**src/rtl/ctx_pkg.sv**
```systemverilog
package ctx_pkg;
  localparam int unsigned NUM_LVL = 4;
  localparam int unsigned LVL_W   = 2;

  localparam logic [1:0] ENC_OP0 = 2'd3;
  localparam logic [3:0] ENC_CRN = 4'd13;
  localparam logic [3:0] ENC_CRM = 4'd0;
  localparam logic [2:0] ENC_OP2 = 3'd7;

  localparam logic [2:0] OP1_L0    = 3'd3;
  localparam logic [2:0] OP1_L1    = 3'd0;
  localparam logic [2:0] OP1_L2    = 3'd4;
  localparam logic [2:0] OP1_L3    = 3'd6;
  localparam logic [2:0] OP1_ALIAS = 3'd5;

  typedef struct packed {
    logic             hit;
    logic [LVL_W-1:0] tgt;
  } dec_t;
endpackage

```
**src/rtl/ctx_decode.sv**
```systemverilog
module ctx_decode
  import ctx_pkg::*;
(
  input  logic [1:0]       op0_i,
  input  logic [2:0]       op1_i,
  input  logic [3:0]       crn_i,
  input  logic [3:0]       crm_i,
  input  logic [2:0]       op2_i,
  input  logic [LVL_W-1:0] el_i,
  input  logic             host_mode_i,
  output dec_t             dec_o,
  output logic             undef_o
);
  logic space_hit;
  logic redirect;
  logic priv_ok;

  assign space_hit = (op0_i == ENC_OP0) && (crn_i == ENC_CRN) &&
                     (crm_i == ENC_CRM) && (op2_i == ENC_OP2);
  assign redirect  = host_mode_i && (el_i == 2'd2);

  always_comb begin
    dec_o = '0;
    if (space_hit) begin
      unique case (op1_i)
        OP1_L0:    dec_o = '{hit: 1'b1, tgt: 2'd0};
        OP1_L1:    dec_o = '{hit: 1'b1, tgt: redirect ? 2'd2 : 2'd1};
        OP1_L2:    dec_o = '{hit: 1'b1, tgt: 2'd2};
        OP1_L3:    dec_o = '{hit: 1'b1, tgt: 2'd3};
        OP1_ALIAS: dec_o = '{hit: redirect, tgt: 2'd1};
        default:   dec_o = '0;
      endcase
    end
  end

  // level-3 register only from level 3; others need el >= own level
  assign priv_ok = (dec_o.tgt == 2'd3) ? (el_i == 2'd3) : (el_i >= dec_o.tgt);
  assign undef_o = !dec_o.hit || !priv_ok;
endmodule

```
**src/rtl/ctx_trap.sv**
```systemverilog
module ctx_trap
  import ctx_pkg::*;
(
  input  logic [LVL_W-1:0] el_i,
  input  logic             undef_i,
  input  logic             tgt_top_i,
  input  logic             host_mode_i,
  input  logic             trap_gen_i,
  input  logic             l1_trap_bit_i,
  input  logic             l2_trap_bit_i,
  input  logic             l2_enabled_i,
  input  logic             l3_present_i,
  input  logic             hyp_en_i,
  input  logic             sec_en_i,
  output logic             trap_o,
  output logic [LVL_W-1:0] trap_el_o
);
  logic below2, below3;
  assign below2 = (el_i < 2'd2);
  assign below3 = (el_i != 2'd3);

  always_comb begin
    trap_o    = 1'b0;
    trap_el_o = '0;
    if (undef_i) begin
      trap_o    = 1'b1;
      trap_el_o = 2'd1;
    end else if (!tgt_top_i) begin
      if ((el_i == 2'd0) && !(host_mode_i && trap_gen_i)) begin
        if (l1_trap_bit_i) begin
          trap_o    = 1'b1;
          trap_el_o = trap_gen_i ? 2'd2 : 2'd1;
        end
      end else if (below2 && l2_trap_bit_i) begin
        trap_o    = 1'b1;
        trap_el_o = 2'd2;
      end
      if (!trap_o && below2 && l2_enabled_i && !hyp_en_i) begin
        trap_o    = 1'b1;
        trap_el_o = 2'd2;
      end
      if (!trap_o && below3 && l3_present_i && !sec_en_i) begin
        trap_o    = 1'b1;
        trap_el_o = 2'd3;
      end
    end
  end
endmodule

```
**src/rtl/ctx_regs.sv**
```systemverilog
module ctx_regs #(
  parameter int unsigned NUM    = 4,
  parameter int unsigned DATA_W = 64,
  localparam int unsigned SEL_W = $clog2(NUM)
) (
  input  logic                       clk_i,
  input  logic                       rst_ni,
  input  logic                       we_i,
  input  logic [SEL_W-1:0]           sel_i,
  input  logic [DATA_W-1:0]          wdata_i,
  output logic [NUM-1:0][DATA_W-1:0] q_o
);
  for (genvar g = 0; g < NUM; g++) begin : g_reg
    always_ff @(posedge clk_i or negedge rst_ni) begin
      if (!rst_ni)                                q_o[g] <= '0;
      else if (we_i && (sel_i == SEL_W'(g)))      q_o[g] <= wdata_i;
    end
  end
endmodule

```
**src/rtl/ctx_access_unit.sv**
```systemverilog
module ctx_access_unit
  import ctx_pkg::*;
#(
  parameter int unsigned DATA_W   = 64,
  parameter bit          HAS_FEAT = 1'b1
) (
  input  logic              clk_i,
  input  logic              rst_ni,
  input  logic              req_valid_i,
  input  logic              req_write_i,
  input  logic [1:0]        req_el_i,
  input  logic [1:0]        req_op0_i,
  input  logic [2:0]        req_op1_i,
  input  logic [3:0]        req_crn_i,
  input  logic [3:0]        req_crm_i,
  input  logic [2:0]        req_op2_i,
  input  logic [DATA_W-1:0] req_wdata_i,
  input  logic              host_mode_i,
  input  logic              trap_gen_i,
  input  logic              l1_trap_bit_i,
  input  logic              l2_trap_bit_i,
  input  logic              l2_enabled_i,
  input  logic              l3_present_i,
  input  logic              hyp_en_we_i,
  input  logic              hyp_en_i,
  input  logic              sec_en_we_i,
  input  logic              sec_en_i,
  output logic [DATA_W-1:0] rdata_o,
  output logic              trap_valid_o,
  output logic [1:0]        trap_el_o,
  output logic              hyp_en_o,
  output logic              sec_en_o
);
  dec_t dec;
  logic undef, trap, wr_acc;
  logic [LVL_W-1:0] trap_el;
  logic [NUM_LVL-1:0][DATA_W-1:0] regs_q;

  ctx_decode u_dec (
    .op0_i(req_op0_i), .op1_i(req_op1_i), .crn_i(req_crn_i), .crm_i(req_crm_i),
    .op2_i(req_op2_i), .el_i(req_el_i), .host_mode_i(host_mode_i),
    .dec_o(dec), .undef_o(undef)
  );

  ctx_trap u_trap (
    .el_i(req_el_i), .undef_i(undef), .tgt_top_i(dec.tgt == 2'd3),
    .host_mode_i(host_mode_i), .trap_gen_i(trap_gen_i),
    .l1_trap_bit_i(l1_trap_bit_i), .l2_trap_bit_i(l2_trap_bit_i),
    .l2_enabled_i(l2_enabled_i), .l3_present_i(l3_present_i),
    .hyp_en_i(hyp_en_o), .sec_en_i(sec_en_o),
    .trap_o(trap), .trap_el_o(trap_el)
  );

  assign wr_acc = req_valid_i && req_write_i && !trap;

  ctx_regs #(.NUM(NUM_LVL), .DATA_W(DATA_W)) u_regs (
    .clk_i(clk_i), .rst_ni(rst_ni), .we_i(wr_acc), .sel_i(dec.tgt),
    .wdata_i(req_wdata_i), .q_o(regs_q)
  );

  assign trap_valid_o = req_valid_i && trap;
  assign trap_el_o    = trap_valid_o ? trap_el : '0;
  assign rdata_o      = (req_valid_i && !req_write_i && !trap) ? regs_q[dec.tgt] : '0;

  if (HAS_FEAT) begin : g_en
    always_ff @(posedge clk_i or negedge rst_ni) begin
      if (!rst_ni) begin
        hyp_en_o <= 1'b0;
        sec_en_o <= 1'b0;
      end else begin
        if (hyp_en_we_i) hyp_en_o <= hyp_en_i;
        if (sec_en_we_i) sec_en_o <= sec_en_i;
      end
    end
  end else begin : g_no_en
    assign hyp_en_o = 1'b0;
    assign sec_en_o = 1'b0;
  end


  undef_prio_chk: assert property (@(posedge clk_i) disable iff (!rst_ni)
    (req_valid_i && undef) |-> (trap_valid_o && trap_el_o == 2'd1));

  trap_rdata_zero_chk: assert property (@(posedge clk_i) disable iff (!rst_ni)
    trap_valid_o |-> (rdata_o == '0));

  trap_no_write_chk: assert property (@(posedge clk_i) disable iff (!rst_ni)
    trap_valid_o |=> $stable(regs_q));

  top_reg_free_chk: assert property (@(posedge clk_i) disable iff (!rst_ni)
    (req_valid_i && dec.hit && dec.tgt == 2'd3 && req_el_i == 2'd3) |-> !trap_valid_o);

  sec_route_chk: assert property (@(posedge clk_i) disable iff (!rst_ni)
    (trap_valid_o && trap_el_o == 2'd3) |-> (!sec_en_o && l3_present_i));

  write_land_chk: assert property (@(posedge clk_i) disable iff (!rst_ni)
    wr_acc |=> (regs_q[$past(dec.tgt)] == $past(req_wdata_i)));

  no_feat_en_chk: assert property (@(posedge clk_i) disable iff (!rst_ni)
    !HAS_FEAT |-> (!hyp_en_o && !sec_en_o));
endmodule

```
**config.mk**
```make
export PLATFORM = sky130hd
export DESIGN_NAME = ctx_access_unit
export DESIGN_NICKNAME = d
export VERILOG_FILES = /design/src/rtl/ctx_pkg.sv /design/src/rtl/ctx_decode.sv /design/src/rtl/ctx_trap.sv /design/src/rtl/ctx_regs.sv /design/src/rtl/ctx_access_unit.sv
export SDC_FILE = /design/constraint.sdc
export NUM_CORES = 1
export LEC_CHECK = 0
export BUFFER_PORTS_ARGS = -buffer_cell sky130_fd_sc_hd__buf_2
export CAP_MARGIN = 20
export CORE_ASPECT_RATIO = 1.25
export CORE_MARGIN = 5
export CORE_UTILIZATION = 30
export CTS_BUF_LIST = sky130_fd_sc_hd__clkbuf_4 sky130_fd_sc_hd__clkbuf_8
export CTS_CLUSTER_DIAMETER = 150
export DETAILED_ROUTE_END_ITERATION = 16
export PLACE_DENSITY = 0.58
export RECOVER_POWER = 50
export SYNTH_ARGS = -nofsm -noshare
export SYNTH_HDL_FRONTEND = slang
export SYNTH_SLANG_ARGS = --single-unit
```
**constraint.sdc**
```tcl
create_clock -name clk_i -period 4.22 [get_ports clk_i]
set_input_delay 0.211 -clock clk_i [delete_from_list [all_inputs] [get_ports clk_i]]
set_output_delay 0.211 -clock clk_i [all_outputs]
set_load 0.005 [all_outputs]
```
[After elaboration in Yosys (flattened, before gate mapping)]
Index checks and enable logic that the tools add are counted.
Widths: inputs -> output; s select.
Word-level totals
  word-level logic and storage cells: 85
  input port bits: 96
  output and inout bits: 69
  flip-flop bits (word level): 258
Operators by class
  equal/unequal tests: 13
  order comparisons: 3
  mux-type cells: 27
  reductions and logical operators: 36
Operators by type and width (number)
  $bmux 64 s2: 1
  $mux 64: 2
  $logic_and 1x1->1: 22
  $mux 2: 10
  $pmux 3 s5: 1
  $eq 3x3->1 const B: 4
  $mux 1: 12
  $eq 2x2->1 const B: 5
  $logic_not 1->1: 9
  $eq 4x4->1 const B: 1
  $logic_not 2->1: 2
  $logic_not 4->1: 1
  $eq 3x2->1 const B: 1
  $logic_not 3->1: 1
  $lt 2x3->1 const B: 1
  $mux 3: 1
  $eq 2x1->1 const B: 1
  $ge 2x2->1: 1
  $lt 2x2->1 const B: 1
  $ne 2x2->1 const B: 1
  $logic_or 1x1->1: 1

[Logic depth before layout (Yosys ltp)]
Gate-level depths: netlist of run 1.
  word-level depth: 27
  depth in mapped cells: 12
  mapped depth without buffers: 9

[Cells and area by module]
A second synthesis of run 1 with hierarchy kept.
Second synthesis, totals
  cell total of the unflattened synthesis: 819
  area total of the unflattened synthesis: 11882.6 µm²
Modules (own cells, without submodules)
  ctx_regs: instances 1, area an instance 9581.7 µm², seq. area each 6406.1 µm², cells each 543
  ctx_access_unit: instances 1, area an instance 2014.4 µm², seq. area each 50.0 µm², cells each 232
  ctx_decode: instances 1, area an instance 193.9 µm², seq. area each 0.0 µm², cells each 29
  ctx_trap: instances 1, area an instance 92.6 µm², seq. area each 0.0 µm², cells each 15

[Worst setup path after synthesis of run 1]
No wires, ideal clock.
  path type: input-to-reg
  start point: input req_crm_i[1]
  end point: register u_regs.q_o[10] (netlist name)
  data required time: 4.095 ns
  stages: 10
  slack: 1.079 ns
  setup time: 0.125 ns
  buffers on the path: 2
  arrival: 3.017 ns
  path through: or3_1 -> nor4_1 -> nand2_1 -> ha_1 -> a21o_1 -> o311ai_0 -> nor4b_1 -> clkbuf_1 -> buf_2 -> mux2_2
Between the ends
  cells in the longest elaborated chain, start to end: 12
  elaborated cells between the ends (all ways): 16
Ends and longest elaborated chain
  from (decl): RTL line ctx_access_unit.sv:15  | input logic [3:0] req_crm_i,
  $logic_not 4->1 (*): RTL line ctx_decode.sv:19  | (crm_i == ENC_CRM) && (op2_i == ENC_OP2);
  $logic_and 1x1->1 (*): RTL line ctx_decode.sv:18  | assign space_hit = (op0_i == ENC_OP0) && (crn_i == ENC_CRN) &&
  $logic_and 1x1->1 (*): RTL line ctx_decode.sv:19
  $mux 3 (*): RTL line ctx_decode.sv:24  | if (space_hit) begin
  $ge 2x2->1 or $eq 2x2->1 (tied branches): RTL line ctx_decode.sv:37, ctx_access_unit.sv:46
  $mux 1: RTL line ctx_decode.sv:37  | assign priv_ok = (dec_o.tgt == 2'd3) ? (el_i == 2'd3) : (el_i >= dec_o.tgt);
  $logic_not 1->1: RTL line ctx_decode.sv:38  | assign undef_o = !dec_o.hit || !priv_ok;
  $logic_or 1x1->1: RTL line ctx_decode.sv:38
  $mux 1: RTL line ctx_trap.sv:25  | if (undef_i) begin
  $logic_not 1->1: RTL line ctx_access_unit.sv:54  | assign wr_acc = req_valid_i && req_write_i && !trap;
  $logic_and 1x1->1: RTL line ctx_access_unit.sv:54
  $logic_and 1x1->1 (*): RTL line ctx_regs.sv:16  | else if (we_i && (sel_i == SEL_W'(g))) q_o[g] <= wdata_i;
  to (signal, indexed assignment): RTL line ctx_regs.sv:16
  to (decl): RTL line ctx_regs.sv:11  | output logic [NUM-1:0][DATA_W-1:0] q_o
Mark *: on every way between the ends. The rest lies on a longest branch, timed or not.
A chain may end at the register's enable or synchronous reset.

[Worst setup path in the final report of run 1]
  start point: input req_crm_i[1]
  end point: register u_regs.q_o[253] (netlist name)
Between the ends
  cells in the longest elaborated chain, start to end: 12
  elaborated cells between the ends (all ways): 15
Ends and longest elaborated chain (RTL line)
  $logic_not 4->1 (*): ctx_decode.sv:19
  $logic_and 1x1->1 (*): ctx_decode.sv:18
  $logic_and 1x1->1 (*): ctx_decode.sv:19
  $mux 3 (*): ctx_decode.sv:24
  $ge 2x2->1 or $eq 2x2->1 (tied branches): ctx_decode.sv:37, ctx_regs.sv:16, ctx_access_unit.sv:46
  $mux 1: ctx_decode.sv:37
  $logic_not 1->1: ctx_decode.sv:38
  $logic_or 1x1->1: ctx_decode.sv:38
  $mux 1: ctx_trap.sv:25
  $logic_not 1->1: ctx_access_unit.sv:54
  $logic_and 1x1->1: ctx_access_unit.sv:54
  $logic_and 1x1->1 (*): ctx_regs.sv:16
Marked as above.

==> results of run 1 <==
routing by layer:
| metal | vias up | share of wire (%) | global-route usage, % |
|---|---|---|---|
| met4 | 0 | 2.1 | 4.72 |
| met2 | 178 | 53 | 27.1 |
| met3 | 49 | 4.3 | 3.03 |
| li1 | 3823 | - | - |
| met5 | - | 0 | 0 |
| met1 | 4376 | 41 | 18.1 |
worst max-delay path: cells and delay by family:
family                 cells  cell delay (ns)
AND/OR/NAND/NOR            4             2.49
buffers and inverters      2             0.88
multiplexers               1             0.48
stage by stage:
step	total power, uW	std cells	setup slack (ns)	hold slack (ns)
2_1_floorplan	2570	905	1.08	-0.0846
4_1_cts	5250	1671	0.649	0.345
5_1_grt	5380	1673	0.451	0.378
3_3_place_gp	2730	1524	0.685	0.399
3_5_place_dp	2740	1524	0.625	0.392
6_report	5150	1673	0.520	0.387
sequential cells by signal, indices dropped and copies added, names as in the netlist:
signal,cells
u_regs.q_o,256
hyp_en_o,1
sec_en_o,1
power by group through the flow:
stage          Clock [uW]  Sequential [uW]  Combinational (uW)
2_1_floorplan           0             2520                46.5
3_3_place_gp            0             2520                 210
3_5_place_dp            0             2520                 215
4_1_cts              2500             2480                 268
5_1_grt              2610             2480                 290
6_report             2410             2480                 261
worst max path at each step:
stage,start,endpoint,slack (ns),cells past startpoint
2_1_floorplan,req_crm_i[1],u_regs.q_o[10]$_DFFE_PN0P_,1.08,10
3_3_place_gp,req_crm_i[1],u_regs.q_o[32]$_DFFE_PN0P_,0.69,12
3_5_place_dp,req_crm_i[1],u_regs.q_o[23]$_DFFE_PN0P_,0.62,12
4_1_cts,req_crm_i[1],rdata_o[42],0.65,13
5_1_grt,req_crm_i[1],rdata_o[36],0.45,13
6_report,req_crm_i[1],u_regs.q_o[253]$_DFFE_PN0P_,0.52,7
kinds of logic after synthesis:
logic type               after synthesis
adder cells (fa/ha/maj)                2
AO/OA/AOI/OAI                        144
multiplexers                         258
buffers and inverters                 73
flip-flops                           258
AND/OR/NAND/NOR                      170
final cells by class:
| class | count | area [um2] |
|---|---|---|
| antenna | 2 | 5.00 |
| fill | 3769 | 24300 |
| sequential | 258 | 6460 |
| clock buffer | 71 | 877 |
| timing repair buffer | 260 | 1830 |
| clock inverter | 7 | 70.1 |
| multi-input combinational | 574 | 5020 |
| tap | 498 | 623 |
| inverter | 3 | 11.3 |
synth_stat cells:
| cell type | number | area, um2 |
|---|---|---|
| a21oi_1 | 3 | 15.0 |
| nor4bb_1 | 2 | 20.0 |
| o21ba_2 | 1 | 10.0 |
| and3b_1 | 2 | 17.5 |
| mux2_4 | 60 | 901 |
| nor3b_1 | 2 | 15.0 |
| o31a_1 | 1 | 8.76 |
| nand3_1 | 2 | 10.0 |
| or2_1 | 1 | 6.26 |
| nand4_1 | 1 | 6.26 |
| nand2b_1 | 3 | 18.8 |
| o2111ai_1 | 1 | 8.76 |
| or4b_2 | 1 | 10.0 |
| a21o_1 | 2 | 15.0 |
| nor2b_1 | 1 | 6.26 |
| mux2_2 | 198 | 2230 |
| buf_2 | 20 | 100 |
| o21bai_1 | 2 | 15.0 |
| buf_1 | 11 | 41.3 |
| o21ai_0 | 3 | 15.0 |
| or2_2 | 1 | 6.26 |
| a311oi_1 | 64 | 561 |
| nor4b_1 | 1 | 8.76 |
| nand4b_1 | 2 | 17.5 |
| buf_12 | 6 | 120 |
| or3_1 | 1 | 6.26 |
| a22oi_1 | 64 | 480 |
| or4_1 | 1 | 7.51 |
| nor4_1 | 1 | 6.26 |
| dfrtp_1 | 258 | 6460 |
| nor3_1 | 5 | 25.0 |
| o211ai_1 | 1 | 7.51 |
| nand3b_1 | 5 | 37.5 |
| a31o_2 | 1 | 8.76 |
| ha_1 | 2 | 25.0 |
| clkbuf_2 | 1 | 5.00 |
| nand2_1 | 134 | 503 |
| inv_1 | 3 | 11.3 |
| clkbuf_1 | 31 | 116 |
| buf_6 | 1 | 11.3 |
| or4_4 | 1 | 11.3 |
| o311ai_0 | 1 | 8.76 |
| nor2_1 | 3 | 11.3 |
==> impl_results.md, run 1 <==
- Status: complete, but fails checks
- Failing checks: capacitance limit, slew limit
- Post-synthesis mux area share: 26.3%
- R2R Setup Slk: 1.71 ns
- Reg-to-reg endpoint: u_regs.q_o[28]$_DFFE_PN0P_
- Initial Utilization: 30.4%
- CTS Hold Buffers Added: 69
- Setup TNS: 0 ns
- Clock power share: 46.7%
- CP arrival: 4.15 ns
- Reg2Reg Launch Point: hyp_en_o$_DFFE_PN0P_
- Resized Gates After CTS: 0
- Syn nets: 1,003
- Xor/xnor share of the synthesized area: 0%
- Reg clk slew, reported paths: 0.06 ns
- Max-Cap Viols: 2
- Min cycle time layout: 3.70 ns
- Commonest non-fill, non-tap cells in the layout: dfrtp_1, mux2_2, buf_2, nand2_1, dlygate4sd3_1
- Pre-Repair DR Iteration Count: 4
- Crit path max-delay cell type: or4_1
- CTS H-tree depth: 2
- Height of the die: 233 um
- CTS max path bufs: 3
- Initial antenna violation count: 2
- First-pass GRT wire length: 52.9 mm
- Synth Cell Area: 11,900 um2
- Post-synth cell types: 43
- Mean area per synthesized cell: 13.2 um2
- Reg2Reg Depth: 7
- Crit-path max FO: 39
- Vias in the first global route: 9,404
- Nets@finish: 1,240
- Yosys reg bits: 258
- Grt ovf: 0
- Worst Max-Slew Pin Slew: 3.17 ns
- Pwr Density: 346 nW/um2
- DIE WIDTH: 188 um
- DRC: 0
- Highest Clock Rate: 270 MHz
- Compound-Gate Fraction of Synth Area: 9.68%
- Clock net sink count: 258
- Sequential area share after synthesis: 54.2%
- Post-DRT Antenna Nets: 0
- Cts bufs inserted: 45
- Worst hold path type: in2reg
- Area delta synth->final: 24.9%
- Kind of critical path: in2reg
- Delay of the slowest critical-path stage: 1.20 ns
- Tcrit/Tclk final: 87.7%
- Cell Chain, Critical Path: buf_2 > or3_1 > or4_1 > or2_0 > or4_1 > clkbuf_4 > mux2_4
- Total Wirelength: 32.9 mm
- Final instance area: 14,900 um2
- Total core area: 39,200 um2
- Vias: 8,426
- Number of I/O pins: 165
- Initial DRC count: 251
- Cells after synthesis: 905
- Pin count of the biggest net entering global routing: 123
- Headroom to the max-slew limit: -111%
- Layout Utilization: 38.0%
- Clk Latency, worst-skew pair: 0.57 ns
- RSZ-0062 raised after global routing: no
- Most common cell after layout, fill and taps aside: dfrtp_1
- Layout cell share with drive strength beyond 1: 43.7%
- # Post-CTS Setup Buffers: 0
- Worst Hold End: u_regs.q_o[18]$_DFFE_PN0P_
- Hold path depth: 5
- Final Hold Fails: 0
- Fin. max-slew vios: 148
- Pleak: 0.00708 uW
- DR WL/cell: 19.7 um
- Worst setup SP type: input pin
- Dpl cell area: 13,400 um2
- Std cell rows: 81
- Comb pwr share: 5.1%
- Largest family of logic cells by synthesized area: multiplexers
- DR vias/cell: 5.04
- Post-Synth Adder-Cell Area: 0.210%
- Die area: 43,900 um2
- # setup viols final: 0
- CTS root buffer: clkbuf_8
- P_int: 3970 uW
- CTS tree: built
- Worst IR Drop VDD: 247 uV
- Switch share: 22.9%
- CP Capture Type: flip-flop
- Most frequent CP cell: or4_1
- Req. time, crit path: 4.67 ns
- DP HPWL: 19.7 mm
- Port bufs: 164
- Placer Congestion: 0.730
- Simple-Gate Fraction of Synth Area: 6.30%
- Clock Skew: 0.0268 ns
- Reg power frac: 48.2%
- Min-delay src: req_write_i
- Synth warn: 0
- GRT Util Overall: 15.1%
- Sw Pwr: 1180 uW
No activity file was read; power rests on OpenSTA's default activity.
==> inputs of run 2 (changes only) <==
- CTS_BUF_LIST: sky130_fd_sc_hd__clkbuf_4 sky130_fd_sc_hd__clkbuf_8 -> sky130_fd_sc_hd__clkbuf_16
- clock period: 4.22 -> 4.6 ns (I/O delays scaled with it)
==> run 2 against run 1 <==
  * The run still ends with capacitance limit, slew limit left
  * Die area unchanged
  * Non-clock buffer count down 5
  * Clock-buffer cell count down 42
  * Critical endpoint is now u_regs.q_o[200]$_DFFE_PN0P_
==> impl_results.md, run 2 (synthesis results as in run 1) <==
- Total core area: 39,200 um2
- Pwr Density: 323 nW/um2
- Height of the die: 233 um
- Total Wirelength: 32.9 mm
- Worst hold path type: in2reg
- Nets@finish: 1,218
- Worst setup SP type: input pin
- Std cell rows: 81
- Die area: 43,900 um2
- Cts bufs inserted: 28
- Final Hold Fails: 0
- DRC: 0
- Fin. max-slew vios: 130
- Clock net sink count: 258
- Pleak: 0.00700 uW
- Worst IR Drop VDD: 274 uV
- Final non-filler cell total: 1,637
- Largest regs: u_regs.q_o (256), hyp_en_o (1), sec_en_o (1)
- Worst setup margin: 0.791 ns
- GRT Util Overall: 14.8%
- Placed insts: 1,519
- Pre-CTS setup slack: 0.858 ns
- Initial DRC count: 365
- Placer Congestion: 0.741
- CTS root buffer: clkbuf_16
- Initial Utilization: 30.4%
- Pin count of the biggest net entering global routing: 119
- Clk Latency, worst-skew pair: 0.54 ns
- Number of I/O pins: 165
- # setup viols final: 0
- CTS tree: built
- Port bufs: 164
- Reg clk slew, reported paths: 0.06 ns
- Setup TNS: 0 ns
- Resized Gates After CTS: 0
- Area delta synth->final: 24.1%
- Layout cell share with drive strength beyond 1: 41.0%
- Tcrit/Tclk final: 82.8%
- Min cycle time layout: 3.81 ns
- Antenna cell count: 0
- Clock Skew: 0.00643 ns
- First-pass GRT wire length: 52.0 mm
- Max-Cap Viols: 2
- Kind of critical path: in2reg
- CTS H-tree depth: 1
- Biggest register: u_regs.q_o
- Initial antenna violation count: 0
- CP arrival: 4.23 ns
- Dpl cell area: 13,300 um2
- Grt ovf: 0
- Commonest non-fill, non-tap cells in the layout: dfrtp_1, mux2_2, buf_2, nand2_1, dlygate4sd3_1
- Status: complete, but fails checks
- Vias: 8,318
- DR WL/cell: 20.1 um
- Highest Clock Rate: 263 MHz
- Worst Max-Slew Pin Slew: 2.58 ns
- DIE WIDTH: 188 um
- Pre-Repair DR Iteration Count: 5
- Vias in the first global route: 9,105
- CP Capture Type: flip-flop
- Largest register FFs: 256
- Headroom to the max-slew limit: -71.9%
- RSZ-0062 raised after global routing: no
- Failing checks: capacitance limit, slew limit
- DP HPWL: 19.2 mm
- Final instance area: 14,800 um2
- Req. time, crit path: 5.02 ns
- DR vias/cell: 5.08
- Most common cell after layout, fill and taps aside: dfrtp_1
- Post-DRT Antenna Nets: 0
- Pwr Total: 4780 uW
- CTS max path bufs: 3
- Crit-path max FO: 36
run 2: cell types whose count changed in the layout (fill, tap and decap cells not counted), moves of 2 or more:
cell / previous run / this run
clkbuf_8: 55 / 0
clkbuf_16: 0 / 29
clkbuf_4: 17 / 0
inv_1: 3 / 10
buf_4: 17 / 12
bufinv_16: 1 / 4
clkinvlp_4: 0 / 3
clkbuf_1: 0 / 2
clkinv_1: 0 / 2
diode_2: 2 / 0
run 2: through the flow:
stage	hold slack, ns	utilization [%]
3_5_place_dp	0.327	33.9
3_3_place_gp	0.316	33.9
5_1_grt	0.462	37.7
6_report	0.481	37.7
2_1_floorplan	-0.0656	-
4_1_cts	0.337	38.1
run 2: layout make-up:
class / count / area [um2]
clock buffer: 29 / 726
multi-input combinational: 574 / 5010
inverter: 3 / 11.3
fill: 3803 / 24400
clock inverter: 20 / 196
timing repair buffer: 255 / 1770
tap: 498 / 623
sequential: 258 / 6460
run 2: layer usage:
metal  global-route usage (%)  vias up  routed length (um)
met5                        0        -                   0
met4                     3.99        0                 676
met3                     2.24       48                1310
met2                     27.5      171               17300
met1                     17.7     4321               13600
li1                         -     3778                   -
run 2: critical path: stages:
cell and delay, ns:
buf_2 0.09, or3_1 0.37, or4_1 0.59, or2_0 0.32, or4_1 1.25, buf_2 0.85
mux2_4 0.49
run 2: final timing paths:
check / startpoint / endpoint / slack (ns) / depth (start not counted)
max: req_crm_i[1] / u_regs.q_o[200]$_DFFE_PN0P_ / 0.79 / 7
min: req_write_i / u_regs.q_o[38]$_DFFE_PN0P_ / 0.48 / 5
max reg2reg: hyp_en_o$_DFFE_PN0P_ / u_regs.q_o[49]$_DFFE_PN0P_ / 2.15 / 7
min reg2reg: u_regs.q_o[226]$_DFFE_PN0P_ / u_regs.q_o[226]$_DFFE_PN0P_ / 0.49 / 1
max in group asynchronous: rst_ni / u_regs.q_o[79]$_DFFE_PN0P_ / 1.36 / 3
min in group asynchronous: rst_ni / u_regs.q_o[247]$_DFFE_PN0P_ / 0.99 / 2
run 2: power breakdown:
part / switching (uW) / total (uW) / internal [uW] / leakage, uW
Sequential: 1.73 / 2270 / 2270 / 0.00360
Clock: 917 / 2270 / 1360 / 0.000470
Combinational: 137 / 232 / 95.3 / 0.00293
run 2: repair_timing:
item | 4_1_cts | 5_1_grt
hold buffers | 69 | 0
endpoints found under the hold margin | 356 | 0
buffers inserted | 0 | 0
